[src/rtl/pw_pkg.sv]
package pw_pkg;
  typedef enum logic [1:0] {
    ST_IDLE,
    ST_CHECK,
    ST_REQ,
    ST_WAIT
  } walk_st_t;

  localparam int LEAF_BIT  = 0;
  localparam int TABLE_BIT = 1;
  localparam int PERM_LO   = 2;
  localparam int PERM_HI   = 7;
endpackage

[src/rtl/pw_addr_gen.sv]
module pw_addr_gen #(
  parameter int XLEN     = 64,
  parameter int LEVELS   = 3,
  parameter int IDXW     = 10,
  parameter int PG_SHIFT = 13,
  parameter int LVL_W    = 2,
  parameter int SH_W     = 5
) (
  input  logic [XLEN-1:0]  base,
  input  logic [XLEN-1:0]  vaddr,
  input  logic [LVL_W-1:0] level,
  output logic [XLEN-1:0]  pte_addr,
  output logic [SH_W-1:0]  lvl_shift
);
  localparam int ENT_LOG = $clog2(XLEN / 8);

  logic [IDXW-1:0] idx_lv [LEVELS];
  logic [IDXW-1:0] idx_sel;

  // one index slice per level, top level first
  for (genvar g = 0; g < LEVELS; g++) begin : g_idx
    assign idx_lv[g] = vaddr[PG_SHIFT + (LEVELS-1-g)*IDXW +: IDXW];
  end

  always_comb begin
    idx_sel   = '0;
    lvl_shift = '0;
    for (int i = 0; i < LEVELS; i++) begin
      if (level == LVL_W'(i)) begin
        idx_sel   = idx_lv[i];
        lvl_shift = SH_W'((LEVELS-1-i)*IDXW);
      end
    end
  end

  assign pte_addr = base + (XLEN'(idx_sel) << ENT_LOG);
endmodule

[src/rtl/pw_leaf_fix.sv]
module pw_leaf_fix #(
  parameter int XLEN      = 64,
  parameter int PG_SHIFT  = 13,
  parameter int PPN_SHIFT = 13,
  parameter int SH_W      = 5
) (
  input  logic [XLEN-1:0] pte,
  input  logic [XLEN-1:0] vaddr,
  input  logic [SH_W-1:0] lvl_shift,
  input  logic [XLEN-1:0] mem_size,
  output logic [XLEN-1:0] fixed_pte,
  output logic            in_bounds
);
  localparam logic [XLEN-1:0] PG_MASK = (XLEN'(1) << PG_SHIFT) - XLEN'(1);

  logic [XLEN-1:0] low_mask;
  logic [XLEN-1:0] vpn_low;
  logic [XLEN-1:0] phys;

  always_comb begin
    low_mask  = (XLEN'(1) << lvl_shift) - XLEN'(1);
    vpn_low   = (vaddr >> PG_SHIFT) & low_mask;
    fixed_pte = pte | (vpn_low << PPN_SHIFT);
    phys      = ((fixed_pte >> PPN_SHIFT) << PG_SHIFT) + (vaddr & PG_MASK);
    in_bounds = phys < mem_size;
  end
endmodule

[src/rtl/pt_walker.sv]
module pt_walker #(
  parameter int XLEN      = 64,
  parameter int LEVELS    = 3,
  parameter int IDXW      = 10,
  parameter int PG_SHIFT  = 13,
  parameter int PPN_SHIFT = 13
) (
  input  logic            clk,
  input  logic            rst,
  input  logic            req_valid,
  output logic            req_ready,
  input  logic [XLEN-1:0] req_vaddr,
  input  logic            vm_en,
  input  logic [XLEN-1:0] ptbr,
  input  logic [XLEN-1:0] mem_size,
  output logic            rd_req_valid,
  input  logic            rd_req_ready,
  output logic [XLEN-1:0] rd_req_addr,
  input  logic            rd_rsp_valid,
  output logic            rd_rsp_ready,
  input  logic [XLEN-1:0] rd_rsp_data,
  output logic            done,
  output logic [XLEN-1:0] result
);
  import pw_pkg::*;

  localparam int LVL_W = (LEVELS > 1) ? $clog2(LEVELS) : 1;
  localparam int SH_W  = $clog2((LEVELS-1)*IDXW + 1) + 1;
  localparam logic [LVL_W-1:0] LAST_LVL = LVL_W'(LEVELS-1);
  localparam logic [XLEN-1:0] PERM_ALL =
    ((XLEN'(1) << (PERM_HI+1)) - XLEN'(1)) & ~((XLEN'(1) << PERM_LO) - XLEN'(1));
  localparam logic [XLEN-1:0] LEAF_MSK = XLEN'(1) << LEAF_BIT;

  walk_st_t         state;
  logic [XLEN-1:0]  vaddr_q;
  logic [XLEN-1:0]  msize_q;
  logic [XLEN-1:0]  base_q;
  logic [LVL_W-1:0] level_q;
  logic [XLEN-1:0]  rd_addr_q;
  logic             done_q;
  logic [XLEN-1:0]  result_q;

  logic [XLEN-1:0]  pte_addr;
  logic [SH_W-1:0]  lvl_shift;
  logic [XLEN-1:0]  fixed_pte;
  logic             leaf_ok;
  logic [XLEN-1:0]  ident_pte;
  logic             accept;

  pw_addr_gen #(
    .XLEN(XLEN), .LEVELS(LEVELS), .IDXW(IDXW),
    .PG_SHIFT(PG_SHIFT), .LVL_W(LVL_W), .SH_W(SH_W)
  ) u_addr_gen (
    .base(base_q),
    .vaddr(vaddr_q),
    .level(level_q),
    .pte_addr(pte_addr),
    .lvl_shift(lvl_shift)
  );

  pw_leaf_fix #(
    .XLEN(XLEN), .PG_SHIFT(PG_SHIFT), .PPN_SHIFT(PPN_SHIFT), .SH_W(SH_W)
  ) u_leaf_fix (
    .pte(rd_rsp_data),
    .vaddr(vaddr_q),
    .lvl_shift(lvl_shift),
    .mem_size(msize_q),
    .fixed_pte(fixed_pte),
    .in_bounds(leaf_ok)
  );

  assign ident_pte = ((req_vaddr >> PG_SHIFT) << PPN_SHIFT) | PERM_ALL | LEAF_MSK;
  assign req_ready = (state == ST_IDLE) && !done_q;
  assign accept    = req_valid && req_ready;

  always_ff @(posedge clk) begin
    if (rst) begin
      state     <= ST_IDLE;
      vaddr_q   <= '0;
      msize_q   <= '0;
      base_q    <= '0;
      level_q   <= '0;
      rd_addr_q <= '0;
      done_q    <= 1'b0;
      result_q  <= '0;
    end else begin
      done_q <= 1'b0;
      unique case (state)
        ST_IDLE: begin
          if (accept) begin
            vaddr_q <= req_vaddr;
            msize_q <= mem_size;
            base_q  <= ptbr;
            level_q <= '0;
            if (!vm_en) begin
              done_q   <= 1'b1;
              result_q <= (req_vaddr < mem_size) ? ident_pte : '0;
            end else begin
              state <= ST_CHECK;
            end
          end
        end
        ST_CHECK: begin
          if (pte_addr >= msize_q) begin
            done_q   <= 1'b1;
            result_q <= '0;
            state    <= ST_IDLE;
          end else begin
            rd_addr_q <= pte_addr;
            state     <= ST_REQ;
          end
        end
        ST_REQ: begin
          if (rd_req_ready) state <= ST_WAIT;
        end
        ST_WAIT: begin
          if (rd_rsp_valid) begin
            if (rd_rsp_data[LEAF_BIT]) begin
              done_q   <= 1'b1;
              result_q <= leaf_ok ? fixed_pte : '0;
              state    <= ST_IDLE;
            end else if (rd_rsp_data[TABLE_BIT] && (level_q != LAST_LVL)) begin
              base_q  <= (rd_rsp_data >> PPN_SHIFT) << PG_SHIFT;
              level_q <= level_q + LVL_W'(1);
              state   <= ST_CHECK;
            end else begin
              done_q   <= 1'b1;
              result_q <= '0;
              state    <= ST_IDLE;
            end
          end
        end
        default: state <= ST_IDLE;
      endcase
    end
  end

  assign rd_req_valid = (state == ST_REQ);
  assign rd_req_addr  = rd_addr_q;
  assign rd_rsp_ready = (state == ST_WAIT);
  assign done         = done_q;
  assign result       = result_q;


  req_hold_chk: assert property (@(posedge clk) disable iff (rst)
    rd_req_valid && !rd_req_ready |=> rd_req_valid && $stable(rd_req_addr));


  one_out_chk: assert property (@(posedge clk) disable iff (rst)
    rd_rsp_valid && rd_rsp_ready |-> !rd_req_valid);


  addr_bound_chk: assert property (@(posedge clk) disable iff (rst)
    rd_req_valid |-> rd_req_addr < msize_q);


  accept_busy_chk: assert property (@(posedge clk) disable iff (rst)
    req_valid && req_ready |=> !req_ready);


  done_pulse_chk: assert property (@(posedge clk) disable iff (rst)
    done |=> !done);


  leaf_mark_chk: assert property (@(posedge clk) disable iff (rst)
    done && (result != '0) |-> result[LEAF_BIT]);
endmodule

[config.mk]
export PLATFORM = sky130hd
export DESIGN_NAME = pt_walker
export DESIGN_NICKNAME = d
export VERILOG_FILES = /design/src/rtl/pw_pkg.sv /design/src/rtl/pw_addr_gen.sv /design/src/rtl/pw_leaf_fix.sv /design/src/rtl/pt_walker.sv
export SDC_FILE = /design/constraint.sdc
export NUM_CORES = 1
export LEC_CHECK = 0
export ABC_AREA = 1
export ABC_CLOCK_PERIOD_IN_PS = 13200
export BUFFER_PORTS_ARGS = -buffer_cell sky130_fd_sc_hd__buf_2
export CORE_MARGIN = 5
export CORE_UTILIZATION = 50
export CTS_BUF_LIST = sky130_fd_sc_hd__clkbuf_2
export DETAILED_ROUTE_END_ITERATION = 7
export GPL_TIMING_DRIVEN = 0
export PLACE_DENSITY = 0.73
export SETUP_SLACK_MARGIN = 0.5
export SYNTH_ARGS = -nofsm -noshare
export SYNTH_HDL_FRONTEND = slang
export SYNTH_SLANG_ARGS = --single-unit
[constraint.sdc]
create_clock -name clk -period 13.2 [get_ports clk]
set_input_delay 2.64 -clock clk [delete_from_list [all_inputs] [get_ports clk]]
set_output_delay 2.64 -clock clk [all_outputs]
set_load 0.005 [all_outputs]
==> results of run 1 <==
how the worst max path moves through the flow:
stage,from,end,cells after the start
floorplan,level_q[0],result[13],31
global placement,level_q[0],result[59],30
detailed placement,level_q[0],result[59],29
CTS,level_q[0],result[59],29
global route,level_q[0],result[59],30
finish,level_q[0],result[58],30
registers in the layout (all words and copies together), names as in the netlist, named ones only:
name,flops
result,64
level_q,2
state,1
base_q,64
msize_q,64
vaddr_q,53
rd_req_addr,64
done,1
layout make-up:
cell class / instances / area [um^2] / area share (%)
tap: 532 / 666 / 2.80
sequential: 314 / 6290 / 26.4
multi-input combinational: 2157 / 11900 / 49.9
inverter: 403 / 1510 / 6.36
timing repair buffer: 392 / 1960 / 8.25
buffer: 166 / 734 / 3.09
clock buffer: 123 / 616 / 2.59
clock inverter: 31 / 131 / 0.552
antenna: 7 / 17.5 / 0.0736
placed cells by master, fill, tap and decap left out, types with 7 or more instances in the layout:
| cell | synthesis | layout |
|---|---|---|
| a21oi_1 | 246 | 246 |
| a31oi_1 | 51 | 51 |
| buf_1 | 7 | 7 |
| buf_2 | 32 | 424 |
| buf_4 | 7 | 7 |
| clkbuf_1 | 114 | 114 |
| clkbuf_2 | 0 | 123 |
| clkinv_1 | 0 | 23 |
| dfxtp_1 | 314 | 314 |
| diode_2 | 0 | 7 |
| ha_1 | 204 | 204 |
| inv_1 | 397 | 397 |
| nand2_1 | 648 | 648 |
| nand3_1 | 145 | 145 |
| nand3b_1 | 46 | 46 |
| nand4_1 | 75 | 75 |
| nor2_1 | 328 | 328 |
| nor3_1 | 33 | 33 |
| nor4_1 | 8 | 8 |
| o211ai_1 | 12 | 12 |
| o21a_1 | 7 | 7 |
| o21ai_0 | 221 | 221 |
| o21bai_1 | 41 | 41 |
| xnor2_1 | 10 | 10 |
| xor2_1 | 38 | 38 |
worst max-delay path, delay by kind of cell (launching register included):
kind                       cells  cell delay (ns)
buffers and inverters          4             1.12
adders and majority gates      4             1.33
DFF                            1             0.49
AOI/OAI and AO/OA              7             1.70
and+or+nand+nor               14             2.30
xor gates and xnor gates       1             0.45
power groups by stage:
stage          registers (W)  logic [W]  clock network (W)
2_1_floorplan        0.00149    0.00179                  0
3_3_place_gp         0.00154    0.00264                  0
3_5_place_dp         0.00155    0.00272                  0
4_1_cts              0.00153    0.00273           0.000705
5_1_grt              0.00157    0.00310           0.000759
6_report             0.00154    0.00279           0.000706
metrics by stage:
step	util (%)	total power [W]	cell area, um^2	std cells	hold slack, ns
floorplan	-	0.00328	20400	3040	0.429
global placement	56.8	0.00418	23000	3964	0.442
detailed placement	56.8	0.00427	23000	3964	0.445
CTS	58.6	0.00497	23800	4118	0.459
global route	58.7	0.00544	23800	4125	0.492
finish	58.7	0.00504	23800	4125	0.466
cell families after synthesis:
group                    share of synthesized area (%)
flip-flops                                        30.8
adder cells (fa/ha/maj)                           12.6
AO/OA/AOI/OAI                                     15.9
buffers and inverters                             11.0
XOR/XNOR                                          2.06
AND/OR/NAND/NOR                                   27.6
layer usage:
| metal | vias up | track usage (%) | part of all wire [%] |
|---|---|---|---|
| met3 | 195 | 7.81 | 9.8 |
| met5 | - | 0 | 0.015 |
| met4 | 2 | 12.2 | 3.6 |
| met2 | 1143 | 56.7 | 43 |
| met1 | 10600 | 51.0 | 44 |
| li1 | 11000 | - | - |
==> results.sh, run 1 <==
export IMPL_status="complete, no violations"
export IMPL_grt_pass1_vias=21600
export IMPL_setup_viol=0
export IMPL_fp_dieW_um=212
export IMPL_whs_endpoint="vaddr_q[61]"
export IMPL_drive_above_1_share_pct=16.7
export IMPL_yosysMostFrequentCell="nand2_1"
export IMPL_grt_max_degree=12
export IMPL_routed_wl_um=85700
export IMPL_placement_rows=74
export IMPL_core_area_mm2=0.0406
export IMPL_wl_per_cell_um=20.8
export IMPL_clk_pin_slew_ns=0.12
export IMPL_timing_rr_start="level_q[0]"
export IMPL_place_ws_ns=6.05
export IMPL_relSlewSlack_pct=22.5
export IMPL_antenna_left=0
export IMPL_maxCapViolCount=0
export IMPL_critPathMaxStageDelay_ns=0.49
export IMPL_period_share_pct=56.7
export IMPL_hp_start="vaddr_q[61]"
export IMPL_cts_hold_buffers=0
export IMPL_yosys_cell_types_count=48
export IMPL_via_per_inst=5.56
export IMPL_cts_root_buffer="clkbuf_2"
export IMPL_drt_first_iter_violations=2022
export IMPL_cts_resized=0
export IMPL_synth_async_reset_ratio_pct=0
export IMPL_yosys_warnings=0
export IMPL_r2r_slack_ns=5.71
export IMPL_timing_final_ws_setup_ns=5.71
export IMPL_nets=3987
export IMPL_syn_num_nets=3507
export IMPL_hold_violations=0
export IMPL_synth_area_mm2=0.0204
export IMPL_gp_congestion=1.03
export IMPL_numClockSinks=314
export IMPL_die_height_um=212
export IMPL_p_int_w=0.00251
export IMPL_drtPass1Iterations=6
export IMPL_area_growth_pct=16.6
export IMPL_slowest_stage="dfxtp_1"
export IMPL_numCtsBuffers=86
export IMPL_h_tree_depth=3
export IMPL_clk_path_buf_depth=3
export IMPL_synth_edf_count=0
export IMPL_min_delay_path_depth=2
export IMPL_antenna_found_initial=3
export IMPL_r2r_cells=30
export IMPL_n_fill_cell=4068
export IMPL_clk_latency_ns=1.19
export IMPL_dr_total_vias=22900
export IMPL_skew_ns=0.110
export IMPL_ys_ff_latch=314
export IMPL_io_pins=394
export IMPL_initial_core_util_pct=50.3
export IMPL_end_kind="register"
export IMPL_peakVddDrop_mv=0.101
export IMPL_rsz0062_at_grt="no"
export IMPL_synth_top_cells_by_count="nand2_1, inv_1, nor2_1"
export IMPL_track_usage_pct=36.6
export IMPL_grt_remaining_overflow=0
export IMPL_fin_crit_ns=7.49
export IMPL_syn_inst=3040
export IMPL_grt_pass1_wl_um=126000
export IMPL_synthFlopType="dfxtp_1"
export IMPL_p_per_area_mw_per_mm2=212
export IMPL_finalMaxSlewViolations=0
export IMPL_tightest_slew_ns=1.16
export IMPL_die_area_mm2=0.0449
export IMPL_seq_area_frac_synth_pct=30.8
export IMPL_crit_path_start_kind="register"
export IMPL_synthTopCellsByArea="dfxtp_1, ha_1, nand2_1"
export IMPL_max_freq_ghz=0.134
export IMPL_worst_path_max_fanout=10
export IMPL_power_frac_seq_pct=30.7
export IMPL_crit_arrival_ns=8.56
export IMPL_p_leak_nw=11.9
export IMPL_p_sw_w=0.00252
export IMPL_syn_area_per_cell_um2=6.71
export IMPL_r2r_end="result[58]"
export IMPL_drc=0
export IMPL_p_comb_share_pct=55.3
export IMPL_yosysTopAreaCellShare_pct=30.8
export IMPL_clkPwrFrac_pct=14.0
export IMPL_port_buffers=392
export IMPL_postCtsSetupRepairBufs=0
export IMPL_p_sw_share_pct=50.1
export IMPL_path_class="register to register"
export IMPL_yosysTopAreaCell="dfxtp_1"
export IMPL_cp_required_ns=14.27
export IMPL_tns_ns=0
export IMPL_hold_class="register to register"
export IMPL_cpMostUsedCell="nand2_1"
export IMPL_hpwl_um=70900
export IMPL_cts_tree="built"
No activity file was read; power rests on OpenSTA's default activity.
==> inputs of run 2 (changes only) <==
--- a/config.mk
+++ b/config.mk
@@ -6,14 +6,14 @@
 export NUM_CORES = 1
 export LEC_CHECK = 0
 export ABC_AREA = 1
-export ABC_CLOCK_PERIOD_IN_PS = 13200
+export ABC_CLOCK_PERIOD_IN_PS = 6850
 export BUFFER_PORTS_ARGS = -buffer_cell sky130_fd_sc_hd__buf_2
 export CORE_MARGIN = 5
 export CORE_UTILIZATION = 50
 export CTS_BUF_LIST = sky130_fd_sc_hd__clkbuf_2
 export DETAILED_ROUTE_END_ITERATION = 7
 export GPL_TIMING_DRIVEN = 0
-export PLACE_DENSITY = 0.73
+export PLACE_DENSITY = 0.76
 export SETUP_SLACK_MARGIN = 0.5
 export SYNTH_ARGS = -nofsm -noshare
 export SYNTH_HDL_FRONTEND = slang
==> constraint.sdc (replaced) <==
create_clock -name clk -period 6.85 [get_ports clk]
set_input_delay 1.37 -clock clk [delete_from_list [all_inputs] [get_ports clk]]
set_output_delay 1.37 -clock clk [all_outputs]
set_load 0.005 [all_outputs]
==> run 2 against run 1 <==
- final cell count down 0.32%
- worst hold slack got worse by 0.0058 ns
- total power rose by 89%
- combinational power up 87%
- sequential share of layout area shrank 0.074 points
- worst setup slack lost 5.0 ns
- die area did not move
- core utilization up 0.18 points
- via count fell by 2.7%
- clock skew down 0.011 ns
- clock power rose by 91%
- highest routed layer unchanged
==> results.sh, run 2 (synthesized netlist as in run 1, its figures left out) <==
export IMPL_finalMaxSlewViolations=0
export IMPL_numCtsBuffers=84
export IMPL_n_fill_cell=4112
export IMPL_p_int_w=0.00489
export IMPL_drtPass1Iterations=6
export IMPL_p_per_area_mw_per_mm2=400
export IMPL_fin_util_pct=58.8
export IMPL_grt_pass1_vias=20200
export IMPL_area_growth_pct=17.0
export IMPL_fin_crit_ns=6.11
export IMPL_antenna_left=0
export IMPL_p_sw_w=0.00464
export IMPL_clk_path_buf_depth=3
export IMPL_numClockSinks=314
export IMPL_place_ws_ns=-0.203
export IMPL_drc=0
export IMPL_postLayoutCellArea_mm2=0.0239
export IMPL_die_height_um=212
export IMPL_period_share_pct=89.2
export IMPL_initial_core_util_pct=50.3
export IMPL_cp_required_ns=7.78
export IMPL_tns_ns=0
export IMPL_io_pins=394
export IMPL_clk_latency_ns=1.04
export IMPL_crit_path_start_kind="register"
export IMPL_routed_wl_um=78500
export IMPL_hold_class="register to register"
export IMPL_p_comb_share_pct=54.9
export IMPL_clk_pin_slew_ns=0.10
export IMPL_cts_tree="built"
export IMPL_drive_above_1_share_pct=17.0
export IMPL_tightest_slew_ns=1.01
export IMPL_postCtsSetupRepairBufs=0
export IMPL_fp_dieW_um=212
export IMPL_final_cell_mix="nand2_1, buf_2, inv_1"
export IMPL_critPathMaxStageDelay_ns=0.45
export IMPL_dr_total_vias=22300
export IMPL_timing_final_ws_setup_ns=0.738
export IMPL_track_usage_pct=33.4
export IMPL_h_tree_depth=3
export IMPL_worst_path_max_fanout=10
export IMPL_p_leak_nw=11.9
export IMPL_setup_viol=0
export IMPL_antenna_found_initial=19
export IMPL_path_class="register to register"
export IMPL_grt_max_degree=13
export IMPL_p_sw_share_pct=48.7
export IMPL_hold_ws_ns=0.460
export IMPL_nets=3985
export IMPL_gp_congestion=1.04
export IMPL_drt_first_iter_violations=2304
export IMPL_core_area_mm2=0.0406
export IMPL_final_common_cell="nand2_1"
export IMPL_hpwl_um=64700
export IMPL_rsz0062_at_grt="no"
export IMPL_grt_remaining_overflow=0
export IMPL_max_freq_ghz=0.164
export IMPL_power_frac_seq_pct=31.0
export IMPL_die_area_mm2=0.0449
export IMPL_end_kind="register"
export IMPL_hold_violations=0
export IMPL_placement_rows=74
export IMPL_wl_per_cell_um=19.1
export IMPL_placed_cell_area_mm2=0.0230
export IMPL_crit_arrival_ns=7.04
export IMPL_relSlewSlack_pct=32.4
export IMPL_via_per_inst=5.42
export IMPL_cts_root_buffer="clkbuf_2"
export IMPL_peakVddDrop_mv=0.192
export IMPL_cpMostUsedCell="nand2_1"
export IMPL_status="complete, no violations"
export IMPL_skew_ns=0.0990
export IMPL_port_buffers=392
export IMPL_grt_pass1_wl_um=116000
export IMPL_maxCapViolCount=0
export IMPL_clkPwrFrac_pct=14.1
export IMPL_slowest_stage="dfxtp_1"
==> run 2: final cells by class <==
class                   instances  area (um^2)  area share, %
multi-input cells            2157        11900           50.0
plain buffers                 166          741           3.10
flip-flops and latches        314         6290           26.3
clock buffers                 118          591           2.47
inverters                     403         1510           6.34
repair buffers                392         1960           8.22
diodes                         11         27.5          0.115
clock inverters                19          138          0.577
well taps                     532          666           2.79
==> run 2: metal layers <==
layer	global-route usage (%)	part of all wire, %	vias to the layer above
met3	7.86	11	232
met4	16.0	5.2	16
met1	45.5	42	9938
li1	-	-	10900
met2	50.0	42	1177
met5	0	0.15	-
==> run 2: through the flow <==
step / total power, W / std cells
2_1_floorplan: 0.00632 / 3040
3_3_place_gp: 0.00796 / 3964
3_5_place_dp: 0.00804 / 3964
4_1_cts: 0.00940 / 4101
5_1_grt: 0.0103 / 4110
6_report: 0.00953 / 4112
==> run 2: what timing repair did <==
| item | 4_1_cts | 5_1_grt |
|---|---|---|
| resized for setup | 7 | 14 |
| hold endpoints to repair | 0 | 0 |
| cloned | 0 | 0 |
| hold buffers | 0 | 0 |
| endpoints found under the setup margin | 130 | 128 |
==> run 2: final timing paths <==
path | slack, ns | from | cells after the start | end
worst max register to register | 0.74 | level_q[1] | 33 | result[58]
worst max-delay path | 0.74 | level_q[1] | 33 | result[58]
worst min register to register | 0.46 | vaddr_q[57] | 2 | vaddr_q[57]
worst min-delay path | 0.46 | vaddr_q[57] | 2 | vaddr_q[57]
==> run 2: worst max-delay path, delay by kind of cell (launching register included) <==
kind	cells	cell delay, ns
AO/OA/AOI/OAI	4	0.72
flip-flops	1	0.45
AND/OR/NAND/NOR	20	2.85
adder cells (fa/ha/maj)	3	0.97
buffers and inverters	6	1.02
==> run 2: power groups by stage <==
| stage | Combinational, W | Sequential [W] | Clock, W |
|---|---|---|---|
| after floorplan | 0.00345 | 0.00286 | 0 |
| after global routing | 0.00588 | 0.00301 | 0.00145 |
| after global placement | 0.00500 | 0.00296 | 0 |
| after CTS | 0.00511 | 0.00293 | 0.00135 |
| final | 0.00523 | 0.00296 | 0.00135 |
| after detailed placement | 0.00507 | 0.00297 | 0 |
